==> src/rtl/uart_par_tx_pkg.sv <==
package uart_par_tx_pkg;

  localparam logic [2:0] PM_EVEN  = 3'd0;
  localparam logic [2:0] PM_ODD   = 3'd1;
  localparam logic [2:0] PM_MARK  = 3'd2;
  localparam logic [2:0] PM_SPACE = 3'd3;
  localparam logic [2:0] PM_NONE  = 3'd4;

  typedef enum logic [2:0] {
    ST_IDLE,
    ST_START,
    ST_DATA,
    ST_PARITY,
    ST_STOP
  } tx_state_e;

  // codes 4..7 carry no parity slot
  function automatic logic mode_has_parity(input logic [2:0] mode);
    return !mode[2];
  endfunction

endpackage

==> src/rtl/uart_par_tx_parity.sv <==
module uart_par_tx_parity
  import uart_par_tx_pkg::*;
#(
  parameter int unsigned DATA_W = 8
) (
  input  logic [DATA_W-1:0] data_i,
  input  logic [2:0]        mode_i,
  output logic              par_o
);

  logic ones_odd;
  assign ones_odd = ^data_i;

  always_comb begin
    unique case (mode_i)
      PM_EVEN:  par_o = ones_odd;
      PM_ODD:   par_o = !ones_odd;
      PM_MARK:  par_o = 1'b1;
      PM_SPACE: par_o = 1'b0;
      default:  par_o = 1'b1;  // no slot is sent, value unused
    endcase
  end

endmodule

==> src/rtl/uart_par_tx_bit_timer.sv <==
module uart_par_tx_bit_timer #(
  parameter int unsigned OS_RATE = 16
) (
  input  logic clk_i,
  input  logic rst_ni,
  input  logic run_i,
  input  logic tick_i,
  output logic bit_done_o
);

  localparam int unsigned CNT_W = (OS_RATE > 1) ? $clog2(OS_RATE) : 1;
  localparam logic [CNT_W-1:0] CNT_LAST = CNT_W'(OS_RATE - 1);

  logic [CNT_W-1:0] cnt_q;

  assign bit_done_o = run_i && tick_i && (cnt_q == CNT_LAST);

  always_ff @(posedge clk_i or negedge rst_ni) begin
    if (!rst_ni) begin
      cnt_q <= '0;
    end else if (!run_i) begin
      cnt_q <= '0;
    end else if (tick_i) begin
      cnt_q <= (cnt_q == CNT_LAST) ? '0 : cnt_q + 1'b1;
    end
  end

  // oversampling count never passes the bit length
  a_r3_cnt_bound: assert property (@(posedge clk_i) disable iff (!rst_ni)
    cnt_q <= CNT_LAST);

  // count only moves on a tick
  a_r3_cnt_tick_only: assert property (@(posedge clk_i) disable iff (!rst_ni)
    (run_i && !tick_i) |=> $stable(cnt_q));

endmodule

==> src/rtl/uart_par_tx.sv <==
module uart_par_tx
  import uart_par_tx_pkg::*;
#(
  parameter int unsigned DATA_W  = 8,
  parameter int unsigned OS_RATE = 16
) (
  input  logic              clk_i,
  input  logic              rst_ni,
  input  logic [DATA_W-1:0] data_i,
  input  logic              valid_i,
  output logic              ready_o,
  input  logic [2:0]        mode_i,
  input  logic              tick_i,
  output logic              tx_o
);

  localparam int unsigned IDX_W = (DATA_W > 1) ? $clog2(DATA_W) : 1;
  localparam logic [IDX_W-1:0] IDX_LAST = IDX_W'(DATA_W - 1);

  tx_state_e         state_q;
  logic [DATA_W-1:0] shift_q;
  logic [IDX_W-1:0]  idx_q;
  logic              par_q;
  logic              has_par_q;
  logic              par_new;
  logic              bit_done;
  logic              accept;
  logic              busy;

  assign busy    = (state_q != ST_IDLE);
  assign ready_o = !busy;
  assign accept  = valid_i && ready_o;

  uart_par_tx_parity #(.DATA_W(DATA_W)) i_parity (
    .data_i (data_i),
    .mode_i (mode_i),
    .par_o  (par_new)
  );

  uart_par_tx_bit_timer #(.OS_RATE(OS_RATE)) i_timer (
    .clk_i      (clk_i),
    .rst_ni     (rst_ni),
    .run_i      (busy),
    .tick_i     (tick_i),
    .bit_done_o (bit_done)
  );

  always_ff @(posedge clk_i or negedge rst_ni) begin
    if (!rst_ni) begin
      state_q   <= ST_IDLE;
      shift_q   <= '0;
      idx_q     <= '0;
      par_q     <= 1'b1;
      has_par_q <= 1'b0;
    end else begin
      unique case (state_q)
        ST_IDLE: if (accept) begin
          shift_q   <= data_i;
          par_q     <= par_new;
          has_par_q <= mode_has_parity(mode_i);
          idx_q     <= '0;
          state_q   <= ST_START;
        end
        ST_START: if (bit_done) state_q <= ST_DATA;
        ST_DATA: if (bit_done) begin
          shift_q <= shift_q >> 1;
          if (idx_q == IDX_LAST) state_q <= has_par_q ? ST_PARITY : ST_STOP;
          else idx_q <= idx_q + 1'b1;
        end
        ST_PARITY: if (bit_done) state_q <= ST_STOP;
        ST_STOP:   if (bit_done) state_q <= ST_IDLE;
        default:   state_q <= ST_IDLE;
      endcase
    end
  end

  always_comb begin
    unique case (state_q)
      ST_START:  tx_o = 1'b0;
      ST_DATA:   tx_o = shift_q[0];
      ST_PARITY: tx_o = par_q;
      default:   tx_o = 1'b1;
    endcase
  end

  // line is high whenever the block is ready
  a_r1_idle_high: assert property (@(posedge clk_i) disable iff (!rst_ni)
    ready_o |-> tx_o);

  // acceptance starts a start bit and drops ready
  a_r2_accept_start: assert property (@(posedge clk_i) disable iff (!rst_ni)
    (valid_i && ready_o) |=> (!ready_o && !tx_o));

  // the line only changes on a tick while busy
  a_r3_hold_between_ticks: assert property (@(posedge clk_i) disable iff (!rst_ni)
    (!ready_o && !tick_i) |=> ($stable(tx_o) && !ready_o));

  // parity slot reached only for modes that carry one
  a_r8_no_parity_slot: assert property (@(posedge clk_i) disable iff (!rst_ni)
    (state_q == ST_PARITY) |-> has_par_q);

  // frame ends exactly on the stop bit's last tick
  a_r10_ready_return: assert property (@(posedge clk_i) disable iff (!rst_ni)
    (state_q == ST_STOP && bit_done) |=> ready_o);

endmodule

==> config.mk <==
export PLATFORM = sky130hd
export DESIGN_NAME = uart_par_tx
export DESIGN_NICKNAME = d
export VERILOG_FILES = /design/src/rtl/uart_par_tx_pkg.sv /design/src/rtl/uart_par_tx_parity.sv /design/src/rtl/uart_par_tx_bit_timer.sv /design/src/rtl/uart_par_tx.sv
export SDC_FILE = /design/constraint.sdc
export NUM_CORES = 1
export LEC_CHECK = 0
export BUFFER_PORTS_ARGS = -buffer_cell sky130_fd_sc_hd__buf_2
export CAP_MARGIN = 15
export CELL_PAD_IN_SITES_DETAIL_PLACEMENT = 0
export CELL_PAD_IN_SITES_GLOBAL_PLACEMENT = 1
export CORE_ASPECT_RATIO = 1.25
export CORE_MARGIN = 3
export CORE_UTILIZATION = 43
export DETAILED_ROUTE_END_ITERATION = 7
export GPL_ROUTABILITY_DRIVEN = 1
export PLACE_DENSITY_LB_ADDON = 0.15
export SLEW_MARGIN = 10
export SYNTH_ARGS = -nofsm -noshare
export SYNTH_HDL_FRONTEND = slang
export SYNTH_SLANG_ARGS = --single-unit
==> constraint.sdc <==
create_clock -name clk_i -period 2.1 [get_ports clk_i]
set_input_delay 0.42 -clock clk_i [delete_from_list [all_inputs] [get_ports clk_i]]
set_output_delay 0.42 -clock clk_i [all_outputs]
set_load 0.02 [all_outputs]
; ---- Word level (Yosys, flattened, before mapping)
; Cells that the tools add are included.
[word_totals]
ff_bits = 20
input_bits = 15
out_inout_bits = 2
wordCells = 59
[classes]
addsub = 2
eq_ne = 16
mux = 20
n_reduce_logical = 15
[ops]
columns = cell, n
row1 = 2-to-1 mux 3 bit, 10
row2 = 2-to-1 mux 8 bit, 2
row3 = "inequality test 2 bit, second input constant", 8
row4 = one-hot mux 8 bit (2 select lines), 1
row5 = one-hot mux 3 bit (5 select lines), 1
row6 = 2-to-1 mux 4 bit, 3
row7 = "equality test 3 x 2 -> 1 bit, second input constant", 3
row8 = parity 8 bit, 1
row9 = "equality test 3 x 1 -> 1 bit, second input constant", 2
row10 = "equality test 3 bit, second input constant", 2
row11 = zero test 3 bit, 2
row12 = one-hot mux 1 bit (3 select lines), 2
row13 = one-hot mux 3 bit (2 select lines), 1
row14 = AND reduction 6 bit, 1
row15 = "adder 4 x 1 -> 4 bit, second input constant", 1
row16 = "equality test 4 bit, second input constant", 1
row17 = AND reduction 4 bit, 1
row18 = "adder 3 x 1 -> 3 bit, second input constant", 1
row19 = logical AND 1 bit, 3
row20 = zero test 1 bit, 3
row21 = AND reduction 3 bit, 1
row22 = nonzero test 3 bit, 1
row23 = AND reduction 2 bit, 1
row24 = nonzero test 2 bit, 1

; ---- Depth between registers and ports, before layout
[depth]
depth_word = 5
ltp_mapped = 7
mapped_depth_nobuf = 7

; ---- By module
; Synthesis repeated with hierarchy kept, for this count alone.
[hier_totals]
cells_unflattened = 108
area_unflattened_um2 = 1193.6
[modules_own_cells]
columns = module, n_inst, cells_per_inst, area_each_um2, seq_area_each_um2
row1 = uart_par_tx, 1, 76, 897.1, 401.6
row2 = uart_par_tx_bit_timer, 1, 22, 216.5, 100.1
row3 = uart_par_tx_parity, 1, 10, 80.1, 0.0

; ---- Worst setup path after synthesis
; OpenSTA, ideal clock, no wires.
[synth_path]
path_kind = flip-flop to flip-flop
start = register i_timer.cnt_q[0]
end = register idx_q[1]
setup_time_ns = 0.121
arrival_ns = 1.447
required_ns = 1.979
slack_ns = 0.532
stages_incl_launch_ff = 7
n_path_buf = 0
synth_period_minus_slack_ns = 1.568
path_cell_list = dfrtp_1 -> ha_1 -> and4_4 -> mux2_2 -> nand3_1 -> o21ai_0 -> a22o_1
[synth_via]
elab_chain_cells = 4
[synth_lines]
columns = element, line_no
row1 = from (decl), uart_par_tx_bit_timer.sv:14  ; logic [CNT_W-1:0] cnt_q;
row2 = from (signal assigned), uart_par_tx_bit_timer.sv:24  ; cnt_q <= (cnt_q == CNT_LAST) ? '0 : cnt_q + 1'b1;
row3 = equality test 4 bit, uart_par_tx_bit_timer.sv:16  ; assign bit_done_o = run_i && tick_i && (cnt_q == CNT_LAST);
row4 = logical AND 1 bit, uart_par_tx_bit_timer.sv:16
row5 = inequality test 2 bit (no source line), -
row6 = AND reduction 4 bit (no source line), -
row7 = to (signal assigned), uart_par_tx.sv:68  ; else idx_q <= idx_q + 1'b1;
row8 = to (decl), uart_par_tx.sv:22  ; logic [IDX_W-1:0] idx_q;
; Every way passes these cells.
; A chain may end at the register's enable or synchronous reset.

; ---- Worst setup path in the final report
[layout_path]
start = register state_q[1]
end = output tx_o
[layout_via]
elab_chain_cells = 2
word_cells_on_any_way = 4
classes_between = 3 x eq/ne / 1 x mux
[layout_lines]
columns = element, line_no
row1 = from (decl), uart_par_tx.sv:20  ; tx_state_e state_q;
row2 = from (signal assigned), uart_par_tx.sv:67  ; if (idx_q == IDX_LAST) state_q <= has_par_q ? ST_PARITY : ST_STOP;
row3 = equality test 3 x 2 -> 1 bit or equality test 3 x 1 -> 1 bit (tied branches), uart_par_tx.sv:78  ; unique case (state_q)
row4 = one-hot mux 1 bit (3 select lines) (*), uart_par_tx.sv:78
row5 = to (decl), uart_par_tx.sv:14  ; output logic tx_o
; Mark *: on every way between the ends. The rest lies on a longest branch, timed or not.

==> flow_summary.yaml <==
detailed_routing:
  routed.top_layer: "met4"
  wl_met2_um: 1130
  met3_wirelength_um: 88
  wl_per_cell_um: 13.2
  dr.pass1.iters: 4
  avgViaCountPerCell: 5.37
  drc: 0
  routedLengthMet1_um: 972
  vias: 908
  ant_nets: 0
  drtIter0Drc: 5
  routed_wl_um: 2240
timing:
  fmax_mhz: 521
  finalCriticalPeriod_ns: 1.92
  fin_crit_sh_pct: 91.4
  relSlewSlack_pct: 70.5
  setup_viol: 0
  fin_skew_ns: 0.00205
  drv_slew: 0
  hold_viol: 0
  timing.setup.tns_ns: 0
  rsz0062_at_grt: "false"
  tightest_slew_ns: 0.443
power_and_ir_drop:
  ir_drop_mv: 0.490
  p_seq_share_pct: 51.6
  p_leak_nw: 0.571
  clock_power_share_pct: 14.7
  p_per_area_mw_per_mm2: 992
  sw_frac_of_total_pct: 38.3
  power_frac_comb_pct: 33.7
  switching_power_w: 0.000486
  p_int_w: 0.000785
  finalPower_w: 0.00127
final_layout:
  final_nets: 155
  final_cell_mix: "dfrtp_1, buf_2, nand2_1"
  n_antenna_cell: 0
  final_common_cell: "dfrtp_1"
  drive_above_1_share_pct: 19.9
  area_growth_pct: 7.90
  final_cells: 169
global_route:
  grtUsageTotal_pct: 15.6
  grt_max_degree: 21
  grt_pass1_vias: 921
  grt_pass1_wl_um: 4020
  grt_antenna_before_repair: 0
  grt_overflow: 0
cts:
  cts_setup_buffers: 0
  clockBufferDepth: 2
  cts_sinks: 20
  cts_made_buffers: 3
  htree_levels: 1
  clkLatencyLatePin_ns: 0.30
  path_clk_slew_ns: 0.11
  clockRootBuffer: "clkbuf_4"
  holdBufCountCts: 0
  cts_resized: 0
  cts_tree: "yes"
synth:
  synth_cells: 122
  seq_area_frac_synth_pct: 42.3
  synthDistinctLibCells: 36
  ys_seq_elements: 20
  synth_nets: 140
  syn_area_mm2: 0.00119
  yosys_warnings: 0
  syn_avg_cell_area_um2: 9.73
critical_path:
  cp_max_fo: 13
  critPathTopFamily: "flip-flops"
  cp_num_buf_inv: 1
  max_stage_delay_ns: 0.55
  cp.arrival_ns: 1.50
  path_class: "reg2out"
  cp-end-kind: "output pin"
  timing.rr.start: "state_q[0]"
  crit_chain: "nand2_1 -> a22oi_1 -> or2_2 -> buf_2"
  required_ns: 1.68
  reg2reg_to: "shift_q[6]"
  critPathSlowestCell: "dfrtp_1"
  worst_r2r_path_depth: 4
  reg2reg_slack_ns: 0.38
  start_kind: "flip-flop"
floorplanning:
  start_util_pct: 47.0
  rows: 20
  ios: 17
  coreArea_mm2: 0.00253
  die_w_um: 53
  die_h_um: 64.8
  dieArea_mm2: 0.00343
hold_path:
  hp-class: "in2async"
placement:
  place_inst: 165
  dp_hpwl_um: 1700
  io_buffers: 16
  gp_congestion: 0.725
run_status:
  status: "completed"
flow_run:
  maxCapViolCount: 0
-- sequential cells by signal, summed over array words and instances, names as in the netlist --
name,count
has_par_q,1
par_q,1
i_timer.cnt_q,4
state_q,3
shift_q,8
idx_q,3
-- how the worst max path moves through the flow --
stage	start	end	slack [ns]	depth (start not counted)
after detailed placement	state_q[0]	shift_q[5]	0.38	4
after CTS	state_q[1]	tx_o	0.17	4
after floorplan	i_timer.cnt_q[0]	idx_q[1]	0.53	6
after global routing	state_q[1]	tx_o	0.08	4
after global placement	state_q[0]	shift_q[0]	0.41	4
final	state_q[1]	tx_o	0.18	4
-- layout make-up --
| type | count | area, µm² |
|---|---|---|
| multi-input combinational | 94 | 624 |
| sequential | 20 | 502 |
| tap | 33 | 41.3 |
| clock buffer | 4 | 26.3 |
| timing repair buffer | 16 | 80.1 |
| fill | 247 | 1250 |
| inverter | 2 | 7.51 |
-- power by group through the flow --
| stage | combinational, W | clock, W | sequential (W) |
|---|---|---|---|
| finish | 0.000429 | 0.000187 | 0.000656 |
| global route | 0.000502 | 0.000214 | 0.000675 |
| CTS | 0.000438 | 0.000201 | 0.000658 |
| detailed placement | 0.000434 | 0 | 0.000667 |
| global placement | 0.000423 | 0 | 0.000659 |
| floorplan | 0.000401 | 0 | 0.000599 |
-- logic make-up after synthesis --
group	synth area share (%)
simple gates	19.6
compound gates	15.4
flops	42.3
mux	8.54
xor+xnor	5.90
buf+inv	5.16
fa+ha+maj	3.16
-- synthesized netlist by cell type --
| cell type | number | area share (%) |
|---|---|---|
| buf_6 | 3 | 2.8 |
| nor2_2 | 2 | 1.1 |
| dfstp_2 | 1 | 2.2 |
| a311oi_1 | 1 | 0.74 |
| a32o_1 | 1 | 0.84 |
| nor3_4 | 1 | 1.4 |
| nand3_1 | 5 | 2.1 |
| nand2_1 | 14 | 4.4 |
| mux2_2 | 1 | 0.95 |
| or2_2 | 1 | 0.53 |
| ha_1 | 3 | 3.2 |
| a41oi_1 | 1 | 0.74 |
| and4_4 | 1 | 0.95 |
| a21oi_1 | 5 | 2.1 |
| dfrtp_1 | 19 | 40 |
| a211o_1 | 1 | 0.74 |
| buf_4 | 2 | 1.3 |
| a22o_1 | 3 | 2.2 |
| nor2b_1 | 1 | 0.53 |
| and2_1 | 4 | 2.1 |
| nor2_1 | 9 | 2.8 |
| mux2i_1 | 9 | 7.6 |
| clkbuf_2 | 1 | 0.42 |
| nand2_4 | 1 | 0.95 |
| a21o_1 | 1 | 0.63 |
| xor2_1 | 1 | 0.74 |
| a21bo_1 | 1 | 0.84 |
| o21ai_0 | 11 | 4.6 |
| o21ai_1 | 3 | 1.3 |
| inv_1 | 2 | 0.63 |
| nor3_1 | 2 | 0.84 |
| nand3b_1 | 1 | 0.63 |
| xnor2_1 | 7 | 5.2 |
| a22oi_1 | 1 | 0.63 |
| nand4_1 | 1 | 0.53 |
| nand4b_1 | 1 | 0.74 |
-- per-layer routing --
| layer | track usage (%) | vias to the layer above |
|---|---|---|
| met4 | 7.67 | 0 |
| met5 | 0 | - |
| li1 | - | 456 |
| met1 | 18.3 | 434 |
| met3 | 2.53 | 4 |
| met2 | 26.7 | 14 |
-- metrics by stage --
| step | instance area, µm² | setup slack, ns | util (%) | hold slack, ns |
|---|---|---|---|---|
| floorplan | 1190 | 0.532 | - | 0.124 |
| global placement | 1250 | 0.415 | 49.7 | 0.398 |
| detailed placement | 1250 | 0.379 | 49.7 | 0.399 |
| CTS | 1280 | 0.167 | 50.7 | 0.0575 |
| global route | 1280 | 0.0810 | 50.7 | 0.0695 |
| finish | 1280 | 0.181 | 50.7 | 0.0472 |
Note: power is estimated with default switching activity, not from simulation.
